## src/rtl/irqci_pkg.sv

```systemverilog
package irqci_pkg;

    localparam logic [7:0] OP_CALL  = 8'hCD;
    localparam logic [7:0] OP_PRE   = 8'hED;
    localparam logic [7:0] OP_RETI2 = 8'h4D;

    // which byte of the injected call comes next
    typedef enum logic [1:0] {
        PH_OP   = 2'd0,
        PH_LO   = 2'd1,
        PH_HI   = 2'd2,
        PH_DONE = 2'd3
    } phase_e;

    // bus strobes, converted to active high
    typedef struct packed {
        logic m1;
        logic iorq;
        logic mreq;
        logic rd;
        logic wr;
    } bus_t;

    function automatic bus_t decode_bus(input logic m1_n, input logic iorq_n,
                                        input logic mreq_n, input logic rd_n,
                                        input logic wr_n);
        bus_t b;
        b.m1   = ~m1_n;
        b.iorq = ~iorq_n;
        b.mreq = ~mreq_n;
        b.rd   = ~rd_n;
        b.wr   = ~wr_n;
        return b;
    endfunction

endpackage

```

## src/rtl/irqci_vec_regs.sv

```systemverilog
module irqci_vec_regs #(
    parameter int N_IRQ = 8,
    parameter int VEC_W = 16,
    localparam int IDX_W = $clog2(N_IRQ)
) (
    input  logic             clk,
    input  logic             rst,
    input  logic             wr_en,
    input  logic [IDX_W:0]   wr_off,
    input  logic [7:0]       wr_data,
    input  logic [IDX_W-1:0] rd_idx,
    output logic [VEC_W-1:0] rd_vec
);
    logic [VEC_W-1:0] vec_q [N_IRQ];

    for (genvar g = 0; g < N_IRQ; g++) begin : g_vec
        always_ff @(posedge clk) begin
            if (rst) begin
                vec_q[g] <= '0;
            end else if (wr_en && wr_off[IDX_W:1] == IDX_W'(g)) begin
                if (wr_off[0]) vec_q[g][15:8] <= wr_data;
                else           vec_q[g][7:0]  <= wr_data;
            end
        end
    end

    assign rd_vec = vec_q[rd_idx];

endmodule

```

## src/rtl/irqci_prio.sv

```systemverilog
module irqci_prio #(
    parameter int N_IRQ = 8,
    localparam int IDX_W = $clog2(N_IRQ)
) (
    input  logic             clk,
    input  logic             rst,
    input  logic [N_IRQ-1:0] req_s,
    input  logic             take,
    input  logic             clr_wr,
    input  logic [N_IRQ-1:0] clr_mask,
    input  logic             reti_hit,
    output logic             int_req,
    output logic             win_valid,
    output logic [IDX_W-1:0] win_idx
);
    logic [N_IRQ-1:0] req_q, rise, pending, insvc, allow, cand, grant_oh, svc_top;

    assign rise = req_s & ~req_q;

    // a line may be served only if no line of equal or higher priority is in service
    for (genvar g = 0; g < N_IRQ; g++) begin : g_allow
        assign allow[g] = ~|insvc[g:0];
    end

    assign cand     = pending & allow;
    assign grant_oh = cand & (~cand + 1'b1);
    assign svc_top  = insvc & (~insvc + 1'b1);
    assign win_valid = |cand;
    assign int_req   = |cand;

    always_comb begin
        win_idx = '0;
        for (int i = N_IRQ - 1; i >= 0; i--) begin
            if (grant_oh[i]) win_idx = IDX_W'(i);
        end
    end

    always_ff @(posedge clk) begin
        if (rst) begin
            req_q   <= '0;
            pending <= '0;
            insvc   <= '0;
        end else begin
            req_q   <= req_s;
            pending <= (pending & ~(take ? grant_oh : '0)) | rise;
            insvc   <= (insvc | (take ? grant_oh : '0))
                       & ~(clr_wr ? clr_mask : '0)
                       & ~(reti_hit ? svc_top : '0);
        end
    end


    grant_onehot_chk: assert property (@(posedge clk) disable iff (rst)
        $onehot0(grant_oh));


    int_needs_pending_chk: assert property (@(posedge clk) disable iff (rst)
        int_req |-> (pending != '0));


    taken_goes_insvc_chk: assert property (@(posedge clk) disable iff (rst)
        (take && win_valid) |=> (insvc != '0));

endmodule

```

## src/rtl/irqci_feeder.sv

```systemverilog
module irqci_feeder #(
    parameter int N_IRQ = 8,
    parameter int VEC_W = 16,
    localparam int IDX_W = $clog2(N_IRQ)
) (
    input  logic             clk,
    input  logic             rst,
    input  logic             ack_now,
    input  logic             ack_start,
    input  logic             mread_now,
    input  logic             mread_end,
    input  logic             fetch_now,
    input  logic             win_valid,
    input  logic [IDX_W-1:0] win_idx,
    input  logic [VEC_W-1:0] vec,
    output logic             take,
    output logic [IDX_W-1:0] idx,
    output logic [7:0]       dout,
    output logic             dout_oe,
    output logic             mem_inhibit
);
    import irqci_pkg::*;

    logic   feeding;
    phase_e phase;
    logic   addr_phase;

    assign take       = ack_start & ~feeding & win_valid;
    assign addr_phase = (phase == PH_LO) || (phase == PH_HI);

    always_ff @(posedge clk) begin
        if (rst) begin
            feeding <= 1'b0;
            phase   <= PH_OP;
            idx     <= '0;
        end else if (take) begin
            feeding <= 1'b1;
            phase   <= PH_LO;
            idx     <= win_idx;
        end else begin
            if (fetch_now) feeding <= 1'b0;
            if (feeding && mread_end && phase != PH_DONE)
                phase <= phase_e'(phase + 2'd1);
        end
    end

    assign dout_oe = (ack_now & (feeding | take))
                   | (mread_now & feeding & addr_phase);

    always_comb begin
        dout = 8'h00;
        if (dout_oe) begin
            if (ack_now)              dout = OP_CALL;
            else if (phase == PH_LO)  dout = vec[7:0];
            else                      dout = vec[15:8];
        end
    end

    assign mem_inhibit = feeding;


    fetch_ends_feed_chk: assert property (@(posedge clk) disable iff (rst)
        $fell(feeding) |-> $past(fetch_now));


    oe_in_cycle_chk: assert property (@(posedge clk) disable iff (rst)
        dout_oe |-> (ack_now || mread_now));


    idx_hold_chk: assert property (@(posedge clk) disable iff (rst)
        (feeding && $past(feeding)) |-> $stable(idx));


    no_fourth_byte_chk: assert property (@(posedge clk) disable iff (rst)
        (phase == PH_DONE && !ack_now) |-> !dout_oe);

endmodule

```

## src/rtl/irq_call_inject.sv

```systemverilog
module irq_call_inject #(
    parameter int         N_IRQ     = 8,
    parameter logic [7:0] BASE_PORT = 8'h40
) (
    input  logic             clk,
    input  logic             rst,
    input  logic [N_IRQ-1:0] irq_req,
    input  logic             m1_n,
    input  logic             iorq_n,
    input  logic             mreq_n,
    input  logic             rd_n,
    input  logic             wr_n,
    input  logic [7:0]       addr,
    input  logic [7:0]       din,
    output logic             int_n,
    output logic [7:0]       dout,
    output logic             dout_oe,
    output logic             mem_inhibit
);
    import irqci_pkg::*;

    localparam int         IDX_W    = $clog2(N_IRQ);
    localparam int         VEC_W    = 16;
    localparam logic [7:0] VEC_SPAN = 8'(2 * N_IRQ);

    bus_t             bs, bs_q;
    logic [7:0]       s_addr, s_din, off;
    logic [N_IRQ-1:0] s_req;
    logic             pre_seen;

    always_ff @(posedge clk) begin
        if (rst) begin
            bs     <= '0;
            bs_q   <= '0;
            s_addr <= '0;
            s_din  <= '0;
            s_req  <= '0;
        end else begin
            bs     <= decode_bus(m1_n, iorq_n, mreq_n, rd_n, wr_n);
            bs_q   <= bs;
            s_addr <= addr;
            s_din  <= din;
            s_req  <= irq_req;
        end
    end

    logic ack_now, ack_start, mread_now, mread_end, fetch_now, fetch_start;
    logic io_wr_start, vec_wr, clr_wr, reti_hit;

    assign ack_now     = bs.m1 & bs.iorq;
    assign ack_start   = ack_now & ~(bs_q.m1 & bs_q.iorq);
    assign mread_now   = bs.mreq & bs.rd & ~bs.m1;
    assign mread_end   = ~mread_now & bs_q.mreq & bs_q.rd & ~bs_q.m1;
    assign fetch_now   = bs.m1 & bs.mreq;
    assign fetch_start = fetch_now & bs.rd & ~(bs_q.m1 & bs_q.mreq & bs_q.rd);
    assign io_wr_start = bs.iorq & bs.wr & ~bs.m1 & ~(bs_q.iorq & bs_q.wr & ~bs_q.m1);

    assign off      = s_addr - BASE_PORT;
    assign vec_wr   = io_wr_start && (off < VEC_SPAN);
    assign clr_wr   = io_wr_start && (off == VEC_SPAN);
    assign reti_hit = fetch_start && pre_seen && (s_din == OP_RETI2);

    always_ff @(posedge clk) begin
        if (rst)              pre_seen <= 1'b0;
        else if (fetch_start) pre_seen <= (s_din == OP_PRE);
    end

    logic             int_req, win_valid, take;
    logic [IDX_W-1:0] win_idx, cur_idx;
    logic [VEC_W-1:0] cur_vec;

    irqci_vec_regs #(.N_IRQ(N_IRQ), .VEC_W(VEC_W)) u_vec (
        .clk     (clk),
        .rst     (rst),
        .wr_en   (vec_wr),
        .wr_off  (off[IDX_W:0]),
        .wr_data (s_din),
        .rd_idx  (cur_idx),
        .rd_vec  (cur_vec)
    );

    irqci_prio #(.N_IRQ(N_IRQ)) u_prio (
        .clk       (clk),
        .rst       (rst),
        .req_s     (s_req),
        .take      (take),
        .clr_wr    (clr_wr),
        .clr_mask  (s_din[N_IRQ-1:0]),
        .reti_hit  (reti_hit),
        .int_req   (int_req),
        .win_valid (win_valid),
        .win_idx   (win_idx)
    );

    irqci_feeder #(.N_IRQ(N_IRQ), .VEC_W(VEC_W)) u_feed (
        .clk         (clk),
        .rst         (rst),
        .ack_now     (ack_now),
        .ack_start   (ack_start),
        .mread_now   (mread_now),
        .mread_end   (mread_end),
        .fetch_now   (fetch_now),
        .win_valid   (win_valid),
        .win_idx     (win_idx),
        .vec         (cur_vec),
        .take        (take),
        .idx         (cur_idx),
        .dout        (dout),
        .dout_oe     (dout_oe),
        .mem_inhibit (mem_inhibit)
    );

    assign int_n = ~int_req;


    idle_ack_quiet_chk: assert property (@(posedge clk) disable iff (rst)
        (ack_start && !win_valid && !mem_inhibit) |=> !mem_inhibit);


    reset_quiet_chk: assert property (@(posedge clk)
        $past(rst) |-> (int_n && !mem_inhibit && !dout_oe));

endmodule

```

## config.mk

```make
export PLATFORM = sky130hd
export DESIGN_NAME = irq_call_inject
export DESIGN_NICKNAME = d
export VERILOG_FILES = /design/src/rtl/irqci_pkg.sv /design/src/rtl/irqci_vec_regs.sv /design/src/rtl/irqci_prio.sv /design/src/rtl/irqci_feeder.sv /design/src/rtl/irq_call_inject.sv
export SDC_FILE = /design/constraint.sdc
export NUM_CORES = 1
export LEC_CHECK = 0
export BUFFER_PORTS_ARGS = -buffer_cell sky130_fd_sc_hd__buf_2
export CORE_MARGIN = 8
export CORE_UTILIZATION = 35
export DETAILED_ROUTE_END_ITERATION = 10
export GPL_TIMING_DRIVEN = 1
export PLACE_DENSITY_LB_ADDON = 0.15
export RECOVER_POWER = 100
export SLEW_MARGIN = 20
export SYNTH_ARGS = -nofsm -noshare
export SYNTH_HDL_FRONTEND = slang
export SYNTH_HIERARCHICAL = 1
export SYNTH_SLANG_ARGS = --single-unit
```

## constraint.sdc

```tcl
create_clock -name clk -period 5.9 [get_ports clk]
set_clock_uncertainty 0.2 [all_clocks]
set_input_delay 0.295 -clock clk [delete_from_list [all_inputs] [get_ports clk]]
set_output_delay 0.295 -clock clk [all_outputs]
set_load 0.005 [all_outputs]
```

==> metrics.cfg, run 1 <==
[synth]
synth.area.mux_share_pct=12.29
synthCells=667
synth.distinct_cells=67
ys.flop_type=edfxtp_1
synth_compound_area_share_pct=5.683
synth_seq_cells=193
synth_xor_area_share_pct=0.1010
synth_area_um2=8675
synth_top_area_share_pct=44.31
synth_top_cell_by_area=edfxtp_1
synthTopCellsByCount=nor3_1 (131), edfxtp_1 (128), dfxtp_1 (65), nor2b_1 (50)
syn_nets=700
synth_top_family_by_area=simple AND/OR/NAND/NOR gates
yosysSeqAreaShare_pct=59.31
synth_area_leaders=edfxtp_1 (44%), dfxtp_1 (15%), mux4_1 (8.5%)
async_reset_ff_share_pct=0
syn_avg_cell_area_um2=13.01
yosysMostFrequentCell=nor3_1
synth-edff-count=128
ys_warn_count=6
yosys.area_share.simple_pct=18.02
synthAdderAreaFrac_pct=0.2885

[grt]
gr-usage-met1_pct=18.79
antenna_found_initial=0
use_met3_pct=3.289
use_met2_pct=23.86
grt_max_degree=49
overflow=0
grt_usage_pct=14.49
grt-busiest-layer=met2
grt_pass1_wl_mm=33.44
grt_pass1_vias=5768

[setup_path]
timing.rr.start=bs[4]$_SDFF_PP0_
worstPathRequired_ps=5670
worst_path_max_delay_cell=clkbuf_1
crit_path_start=bs[4]$_SDFF_PP0_
r2r_setup_slack_ps=1800
crit_type=register to register
start_kind=register
timing.rr.end=u_vec/vec_q[3][4]$_SDFFCE_PN0P_
cp-endpoint=u_vec/vec_q[3][4]$_SDFFCE_PN0P_
critical-path-max-stage-delay_ps=1590
crit_arrival_ps=3870
r2r.worst_path.cells=6
end_kind=register
path_max_fanout=36
path_cells=and4bb_2, nand4b_1, nor2_1, nand3b_1, clkbuf_1, o21bai_1

[clock_network]
clk_latency_ps=440
htree_num_levels=4
cts_inserted_buffers=17
cts_hold_buf=29
cts-root-buf=clkbuf_16
cts_resized=0
cts_tree=built
postCtsSetupRepairBufs=0
path_clk_slew_ps=80
cts.sinks=193
cts_buffer_depth=2

[power]
swShare_pct=23.00
p_sw_mw=0.6606
seq_power_share_pct=53.0
ir_drop_mv=0.1661
clkPwrFrac_pct=40.3
p_per_area_nw_per_um2=292.0
p_leak_nw=3.214
power.internal_mw=2.212
combPwrFrac_pct=6.7

[status]
outcome=complete, but fails checks
failed_checks=max-capacitance violations, max-slew violations

[floorplanning]
ios=42
dieArea_um2=30080
die_h_um=173.4
initial_core_util_pct=35.67
coreArea_um2=24320
num_rows=57
die_width_um=173.4

[sta]
slew_headroom_pct=-49.51
clock.fmax_mhz=244.2
fin_crit_sh_pct=69.41
tightest_slew_ps=2243
rsz0062_at_grt=no
tns_ps=0
fin_crit_ps=4095
setup_viol=0
layout_setup_ws_ps=1805
maxSlewViolCount=197
final_hold_viol_count=0

[job]
maxCapViolations=5

[place]
post-place-ws_ps=2415
portBuffers=41
place_hpwl_mm=13.08
place.gp.congestion=0.8379

[layout]
area_growth_pct=13.39
diodes=0
final_net_count=740
drive_above_1_share_pct=13.89

[detailed_routing]
via_per_inst=5.248
drc=0
wl_per_cell_um=20.65
drtAntennaViolNets=0
drt_iter0_drc=294
drtPass1Iterations=5
vias=5479
wl_mm=21.56

[min_path]
hold_class=register to register

[worst min path at each step]
stage | start | endpoint | depth (start not counted)
after floorplan | rst | u_feed/mem_inhibit$_SDFFE_PP0P_ | 1
after global placement | s_req[2]$_SDFF_PP0_ | u_prio/req_q[2]$_SDFF_PP0_ | 1
after detailed placement | s_req[2]$_SDFF_PP0_ | u_prio/req_q[2]$_SDFF_PP0_ | 1
after CTS | rst | bs[0]$_SDFF_PP0_ | 2
after global routing | s_req[6]$_SDFF_PP0_ | u_prio/req_q[6]$_SDFF_PP0_ | 1
final | s_req[6]$_SDFF_PP0_ | u_prio/req_q[6]$_SDFF_PP0_ | 1
[stage by stage]
step | hold WS (ps) | instances | util, % | area, µm² | total power, mW
after floorplan | 164.1 | 667 | - | 8675 | 1.671
after CTS | 241.3 | 1042 | 40.70 | 9898 | 2.905
final | 260.2 | 1044 | 40.44 | 9836 | 2.872
after global routing | 277.3 | 1044 | 40.44 | 9836 | 2.982
after detailed placement | 247.5 | 981 | 37.10 | 9022 | 1.735
after global placement | 242.1 | 981 | 37.10 | 9022 | 1.730
[worst max-delay path: cells and delay by family (launching register included)]
kind | cells | cell delay (ps)
AOI/OAI and AO/OA | 1 | 880
buffers and inverters | 1 | 1590
DFF | 1 | 410
and+or+nand+nor | 4 | 530
[flip-flops by register name, indices dropped and copies added (netlist names)]
| name | cells |
|---|---|
| s_din | 8 |
| s_addr | 8 |
| u_prio/insvc | 8 |
| s_req | 8 |
| u_prio/req_q | 8 |
| u_feed/idx | 3 |
| u_vec/vec_q | 128 |
| bs_q | 5 |
| pre_seen | 1 |
| u_feed/mem_inhibit | 1 |
| u_feed/phase | 2 |
| u_prio/pending | 8 |
| bs | 5 |
[layout by cell type (no fill, tap or decap), types with 3 or more instances in the layout]
master / n
mux4_1: 28
clkinvlp_4: 3
nand4b_1: 3
o21bai_1: 16
nand2_1: 13
a221oi_1: 4
inv_6: 3
nand3_1: 3
a21oi_1: 11
clkbuf_1: 18
nand4_1: 3
nand2b_1: 7
nor4_1: 3
buf_2: 33
dfxtp_1: 64
dlygate4sd3_1: 29
nor2_1: 28
inv_1: 17
a2111oi_0: 3
nor2b_1: 50
nand3b_1: 8
o21ai_0: 8
nor3_1: 132
mux4_2: 4
a211oi_1: 6
mux2_2: 15
mux2i_1: 6
clkbuf_16: 17
nor4b_1: 3
edfxtp_1: 128
[layer usage]
layer	wire length, µm	vias up
met2	10370	107
met1	10020	2748
met4	285	0
met3	894	16
met5	0	-
li1	-	2608
[area by class of cell]
| cell class | instances | area [µm²] |
|---|---|---|
| inverters | 17 | 63.81 |
| multi-input cells | 400 | 3115 |
| fillers | 2307 | 14480 |
| repair buffers | 78 | 519.2 |
| clock inverters | 12 | 148.9 |
| well taps | 324 | 405.4 |
| clock buffers | 20 | 436.7 |
| flip-flops and latches | 193 | 5146 |
[cell families after synthesis]
| kind of cell | after synthesis |
|---|---|
| flops | 193 |
| simple gates | 276 |
| compound gates | 67 |
| xor+xnor | 1 |
| fa+ha+maj | 2 |
| buf+inv | 74 |
| mux | 54 |
[power by group through the flow]
stage | combinational (mW) | sequential, mW | clock (mW)
after floorplan | 0.132 | 1.54 | 0
after global placement | 0.178 | 1.55 | 0
after detailed placement | 0.180 | 1.55 | 0
after CTS | 0.196 | 1.52 | 1.19
after global routing | 0.208 | 1.53 | 1.24
final | 0.192 | 1.52 | 1.16
(Power assumes the default switching activity.)
==> run 2: changes to the inputs <==
clock period = 3.7 ns   (was 5.9 ns; I/O delays follow)
==> metrics.cfg, run 2 (synthesis gave the netlist of run 1 again) <==
[grt]
grt_max_degree=49  ; unchanged
grt_pass1_vias=5797  ; +0.50%
antenna_found_initial=0  ; unchanged
grt_pass1_wl_mm=34.02  ; +1.8%
overflow=0  ; unchanged
grt_usage_pct=14.63  ; +0.14 points

[layout]
regMostFlops=u_vec/vec_q
area_growth_pct=15.09
multi_input_area_um2=3142  ; +0.84%
final_cell_mix=nor3_1 (132), edfxtp_1 (128), dfxtp_1 (64)
final_net_count=763  ; +3.1%
seqCellArea_um2=5146  ; unchanged
largest_reg_flops=128  ; unchanged
final_common_cell=nor3_1
drive_above_1_share_pct=15.61  ; +1.7 points
final.fill_count=2329  ; +0.95%
diodes=0  ; unchanged

[setup_path]
cpMostUsedCell=inv_1
worstPathRequired_ps=3830  ; -1840 ps
worst-path-buf-inv=2  ; +1
path_max_fanout=8  ; -78%
end_kind=register
start_kind=register
crit_type=register to register
path_delay_family=simple AND/OR/NAND/NOR gates
crit_arrival_ps=3600  ; -270 ps
path_cells=or4_4, a2111oi_0, o21ba_1, nand2_1, nand3b_1, inv_1, inv_1, or4_1, a31o_2
worst_path_max_delay_cell=or4_4
critical-path-max-stage-delay_ps=580  ; -1010 ps

[floorplanning]
num_rows=57  ; unchanged
die_width_um=173.4  ; unchanged
dieArea_um2=30080  ; unchanged
die_h_um=173.4  ; unchanged
initial_core_util_pct=35.67  ; unchanged
coreArea_um2=24320  ; unchanged
ios=42  ; unchanged

[power]
combPwrFrac_pct=6.9  ; +0.2 points
seq_power_share_pct=53.2  ; +0.2 points
power.internal_mw=3.468  ; +57%
clkPwrFrac_pct=39.9  ; -0.4 points
p_leak_nw=3.285  ; +2.2%
p_sw_mw=1.095  ; +66%
p_per_area_nw_per_um2=457.1  ; +57%
swShare_pct=24.00  ; +1.0 points
ir_drop_mv=0.2759  ; +66%
p_total_mw=4.564  ; +59%

[sta]
final_hold_viol_count=0  ; unchanged
fin_crit_sh_pct=93.94  ; +25 points
setup_viol=0  ; unchanged
layout_setup_ws_ps=224.3  ; -1580 ps
maxSlewViolCount=49  ; -75%
tns_ps=0  ; unchanged
slew_headroom_pct=-28.13  ; +21 points
fin_crit_ps=3476  ; -619.6 ps
rsz0062_at_grt=no
tightest_slew_ps=1922  ; -320.6 ps
clock.fmax_mhz=287.7  ; +18%

[detailed_routing]
vias=5607  ; +2.3%
via_per_inst=5.255  ; +0.13%
drtPass1Iterations=6  ; +1
wl_mm=21.88  ; +1.5%
wl_per_cell_um=20.51  ; -0.71%
drc=0  ; unchanged
drtAntennaViolNets=0  ; unchanged
drt_iter0_drc=399  ; +36%

[place]
place_hpwl_mm=14.09  ; +7.7%
post-place-ws_ps=465.5  ; -1949 ps
place.gp.congestion=0.8408  ; +0.35%
portBuffers=41  ; unchanged

[clock_network]
cts_tree=built
htree_num_levels=4  ; unchanged
cts_resized=0  ; unchanged
path_clk_slew_ps=70  ; about the same
postCtsSetupRepairBufs=0  ; unchanged
cts_inserted_buffers=17  ; unchanged
cts_buffer_depth=2  ; unchanged
cts-root-buf=clkbuf_16
clk_latency_ps=430  ; about the same
cts.sinks=193  ; unchanged

[min_path]
hold_class=input pin to register

[status]
outcome=complete, but fails checks
failed_checks=max-capacitance violations, max-slew violations

[job]
maxCapViolations=1  ; -4

run 2: cell types whose count changed in the layout (fill, tap and decap cells not counted), sizes merged:
| cell | before | now |
|---|---|---|
| clkinv | 2 | 6 |
| clkbuf | 35 | 49 |
| buf | 34 | 40 |
| bufinv | 2 | 1 |
| clkinvlp | 3 | 1 |
| inv | 22 | 24 |
run 2: per-layer routing:
metal  up-vias  track usage (%)  share of wire, %
li1       2661                -                 -
met1      2796            19.93                48
met2       133            23.69                46
met3        17            2.875               4.2
met4         0            3.306               1.0
met5         -                0                 0
run 2: cell type report:
type	instances	area share, %
clock buffers	17	4.261
repair buffers	101	6.555
flip-flops and latches	193	51.55
multi-input cells	400	31.47
inverters	17	0.6392
clock inverters	15	1.466
well taps	324	4.061
run 2: worst paths after layout:
check	startpoint	end	slack, ps	cells after the start
hold reg to reg	s_req[1]$_SDFF_PP0_	u_prio/req_q[1]$_SDFF_PP0_	270	1
hold / removal	rst	u_feed/idx[2]$_SDFFE_PP0P_	70	2
setup reg to reg	u_prio/insvc[1]$_SDFF_PP0_	u_prio/pending[4]$_SDFF_PP0_	220	9
setup / recovery	u_prio/insvc[1]$_SDFF_PP0_	u_prio/pending[4]$_SDFF_PP0_	220	9
run 2: metrics by stage:
step	std cells	cell area (µm²)	utilization, %	hold WS (ps)
2_1_floorplan	667	8675	-	54.07
3_3_place_gp	1005	9214	37.89	143.8
3_5_place_dp	1005	9214	37.89	146.0
4_1_cts	1066	10080	41.43	56.98
5_1_grt	1067	9983	41.05	92.91
6_report	1067	9983	41.05	72.78
run 2: power groups by stage:
stage | sequential [mW] | combinational, mW | clock, mW
after global routing | 2.44 | 0.346 | 1.93
final | 2.43 | 0.317 | 1.82
after global placement | 2.47 | 0.300 | 0
after detailed placement | 2.48 | 0.304 | 0
after CTS | 2.43 | 0.329 | 1.85
after floorplan | 2.45 | 0.211 | 0
run 2: repair_timing:
action | in CTS | in global routing
hold buffers | 29 | 0
endpoints found under the hold margin | 29 | 0
setup endpoints to repair | 0 | 0
==> run 3: changes to the inputs <==
GPL_TIMING_DRIVEN = 0   (was 1)
==> metrics.cfg, run 3 (synthesis gave the netlist of run 1 again) <==
[status]
outcome=finished clean

[floorplanning]
initial_core_util_pct=35.67  ; unchanged
die_h_um=173.4  ; unchanged
die_width_um=173.4  ; unchanged
ios=42  ; unchanged
coreArea_um2=24320  ; unchanged
num_rows=57  ; unchanged
dieArea_um2=30080  ; unchanged

[power]
p_per_area_nw_per_um2=455.8  ; -0.29%
p_total_mw=4.621  ; +1.3%
p_leak_nw=3.326  ; +1.3%
ir_drop_mv=0.2393  ; -13%

[layout]
regMostFlops=u_vec/vec_q
final_cell_mix=nor3_1 (132), edfxtp_1 (128), dfxtp_1 (65)
final.fill_count=2307  ; -0.94%
final_net_count=790  ; +3.5%
seqCellArea_um2=5145  ; about the same
largest_reg_flops=128  ; unchanged
final_common_cell=nor3_1
area_growth_pct=16.86
drive_above_1_share_pct=15.58  ; -0.028 points
multi_input_area_um2=3163  ; +0.68%
diodes=0  ; unchanged
fin_util_pct=41.68  ; +0.63 points

[sta]
fin_crit_ps=3578  ; +101.9 ps
tightest_slew_ps=1179  ; -743.5 ps
setup_viol=0  ; unchanged
maxSlewViolCount=0  ; -100%
tns_ps=0  ; unchanged
layout_setup_ws_ps=122.4  ; -101.9 ps
clock.fmax_mhz=279.5  ; -2.8%
slew_headroom_pct=21.43  ; +50 points
rsz0062_at_grt=no
final_hold_viol_count=0  ; unchanged
fin_crit_sh_pct=96.69  ; +2.8 points

[place]
place.gp.congestion=0.8572  ; +2.0%
portBuffers=41  ; unchanged
place_hpwl_mm=17.09  ; +21%
post-place-ws_ps=-148.8  ; -614.3 ps

[detailed_routing]
drc=0  ; unchanged
drtAntennaViolNets=0  ; unchanged
wl_per_cell_um=22.79  ; +11%
wl_mm=24.93  ; +14%
via_per_inst=5.449  ; +3.7%
drt_iter0_drc=463  ; +16%
drtPass1Iterations=5  ; -1
vias=5961  ; +6.3%

[grt]
grt_max_degree=22  ; -55%
grt_pass1_vias=6206  ; +7.1%
grt_pass1_wl_mm=37.77  ; +11%
grt_usage_pct=16.57  ; +1.9 points
antenna_found_initial=0  ; unchanged
overflow=0  ; unchanged

[setup_path]
critical-path-max-stage-delay_ps=590  ; about the same
worst_path_max_delay_cell=or4_1
crit_arrival_ps=3700  ; +100 ps
end_kind=register
worstPathRequired_ps=3820  ; about the same
r2r.worst_path.cells=11  ; +2
path_delay_family=simple AND/OR/NAND/NOR gates
path_cells=buf_6, or4_4, a2111oi_2, o21ba_1, nand2_1, buf_4, nand3b_4, clkinvlp_4, inv_1, or4_1, a31o_2
path_max_fanout=10  ; +2
crit_type=register to register
worst-path-buf-inv=4  ; +2
start_kind=register
cp.depth=11  ; +2

[clock_network]
cts_buffer_depth=2  ; unchanged
cts.sinks=193  ; unchanged
path_clk_slew_ps=70  ; about the same
clk_latency_ps=430  ; about the same
cts_inserted_buffers=17  ; unchanged
htree_num_levels=4  ; unchanged
cts_tree=built
cts-root-buf=clkbuf_16

[min_path]
hold_class=input pin to register
holdPathStages=3  ; +1

[job]
maxCapViolations=0  ; -1

-- run 3: cell count changes in the layout (fill, tap and decap cells not counted), moves of 2 or more --
cell / change
buf_2: +3
inv_8: -2
clkbuf_1: +22
clkinvlp_4: +3
clkinv_4: -3
buf_6: +8
buf_1: +2
buf_4: -4
-- run 3: final timing paths --
check                        startpoint                      endpoint  slack, ps
max          u_prio/insvc[0]$_SDFF_PP0_  u_prio/pending[4]$_SDFF_PP0_        120
min                                m1_n              bs[4]$_SDFF_PP0_        240
max reg2reg  u_prio/insvc[0]$_SDFF_PP0_  u_prio/pending[4]$_SDFF_PP0_        120
min reg2reg         s_req[4]$_SDFF_PP0_    u_prio/req_q[4]$_SDFF_PP0_        260
-- run 3: worst reg2reg max path: stages (launching register included) --
cell        delay [ps]
dfxtp_1            340
buf_6              150
or4_4              580
a2111oi_2          380
o21ba_1            220
nand2_1            150
buf_4              150
nand3b_4           160
clkinvlp_4         170
inv_1              100
or4_1              590
a31o_2             270
-- run 3: report_power, final --
group,leakage [nW],total [mW],internal [mW],switching (mW)
clock network,0.274,1.84,1.01,0.838
registers,1.79,2.43,2.38,0.0433
logic,1.26,0.349,0.143,0.206
total,3.33,4.62,3.53,1.09
-- run 3: cell type report --
cell class / count / area share (%)
Buffer: 57 / 2.839
Sequential cell: 193 / 50.75
Multi-Input combinational cell: 400 / 31.20
Clock inverter: 14 / 1.493
Tap cell: 324 / 3.999
Timing Repair Buffer: 71 / 4.814
Clock buffer: 18 / 4.234
Inverter: 17 / 0.6665
-- run 3: repair_timing --
| item | in CTS | in global routing |
|---|---|---|
| resized for setup | 3 | 0 |
| endpoints found under the hold margin | 29 | 0 |
| hold buffers | 29 | 0 |
| setup endpoints to repair | 6 | 0 |
| buffers inserted | 1 | 0 |
-- run 3: layer usage --
layer | track usage [%] | wire length, µm | up-vias
met4 | 5.246 | 486 | 0
met3 | 3.550 | 1472 | 23
met5 | 0 | 0 | -
met2 | 26.65 | 11810 | 190
li1 | - | - | 2724
met1 | 21.97 | 11170 | 3024
-- run 3: stage by stage --
| step | instance area (µm²) | hold WS [ps] | instances |
|---|---|---|---|
| 2_1_floorplan | 8675 | 54.07 | 667 |
| 3_5_place_dp | 9285 | 146.1 | 1032 |
| 3_3_place_gp | 9285 | 143.3 | 1032 |
| 6_report | 10140 | 236.6 | 1094 |
| 5_1_grt | 10140 | 246.4 | 1094 |
| 4_1_cts | 10180 | 5.083 | 1094 |
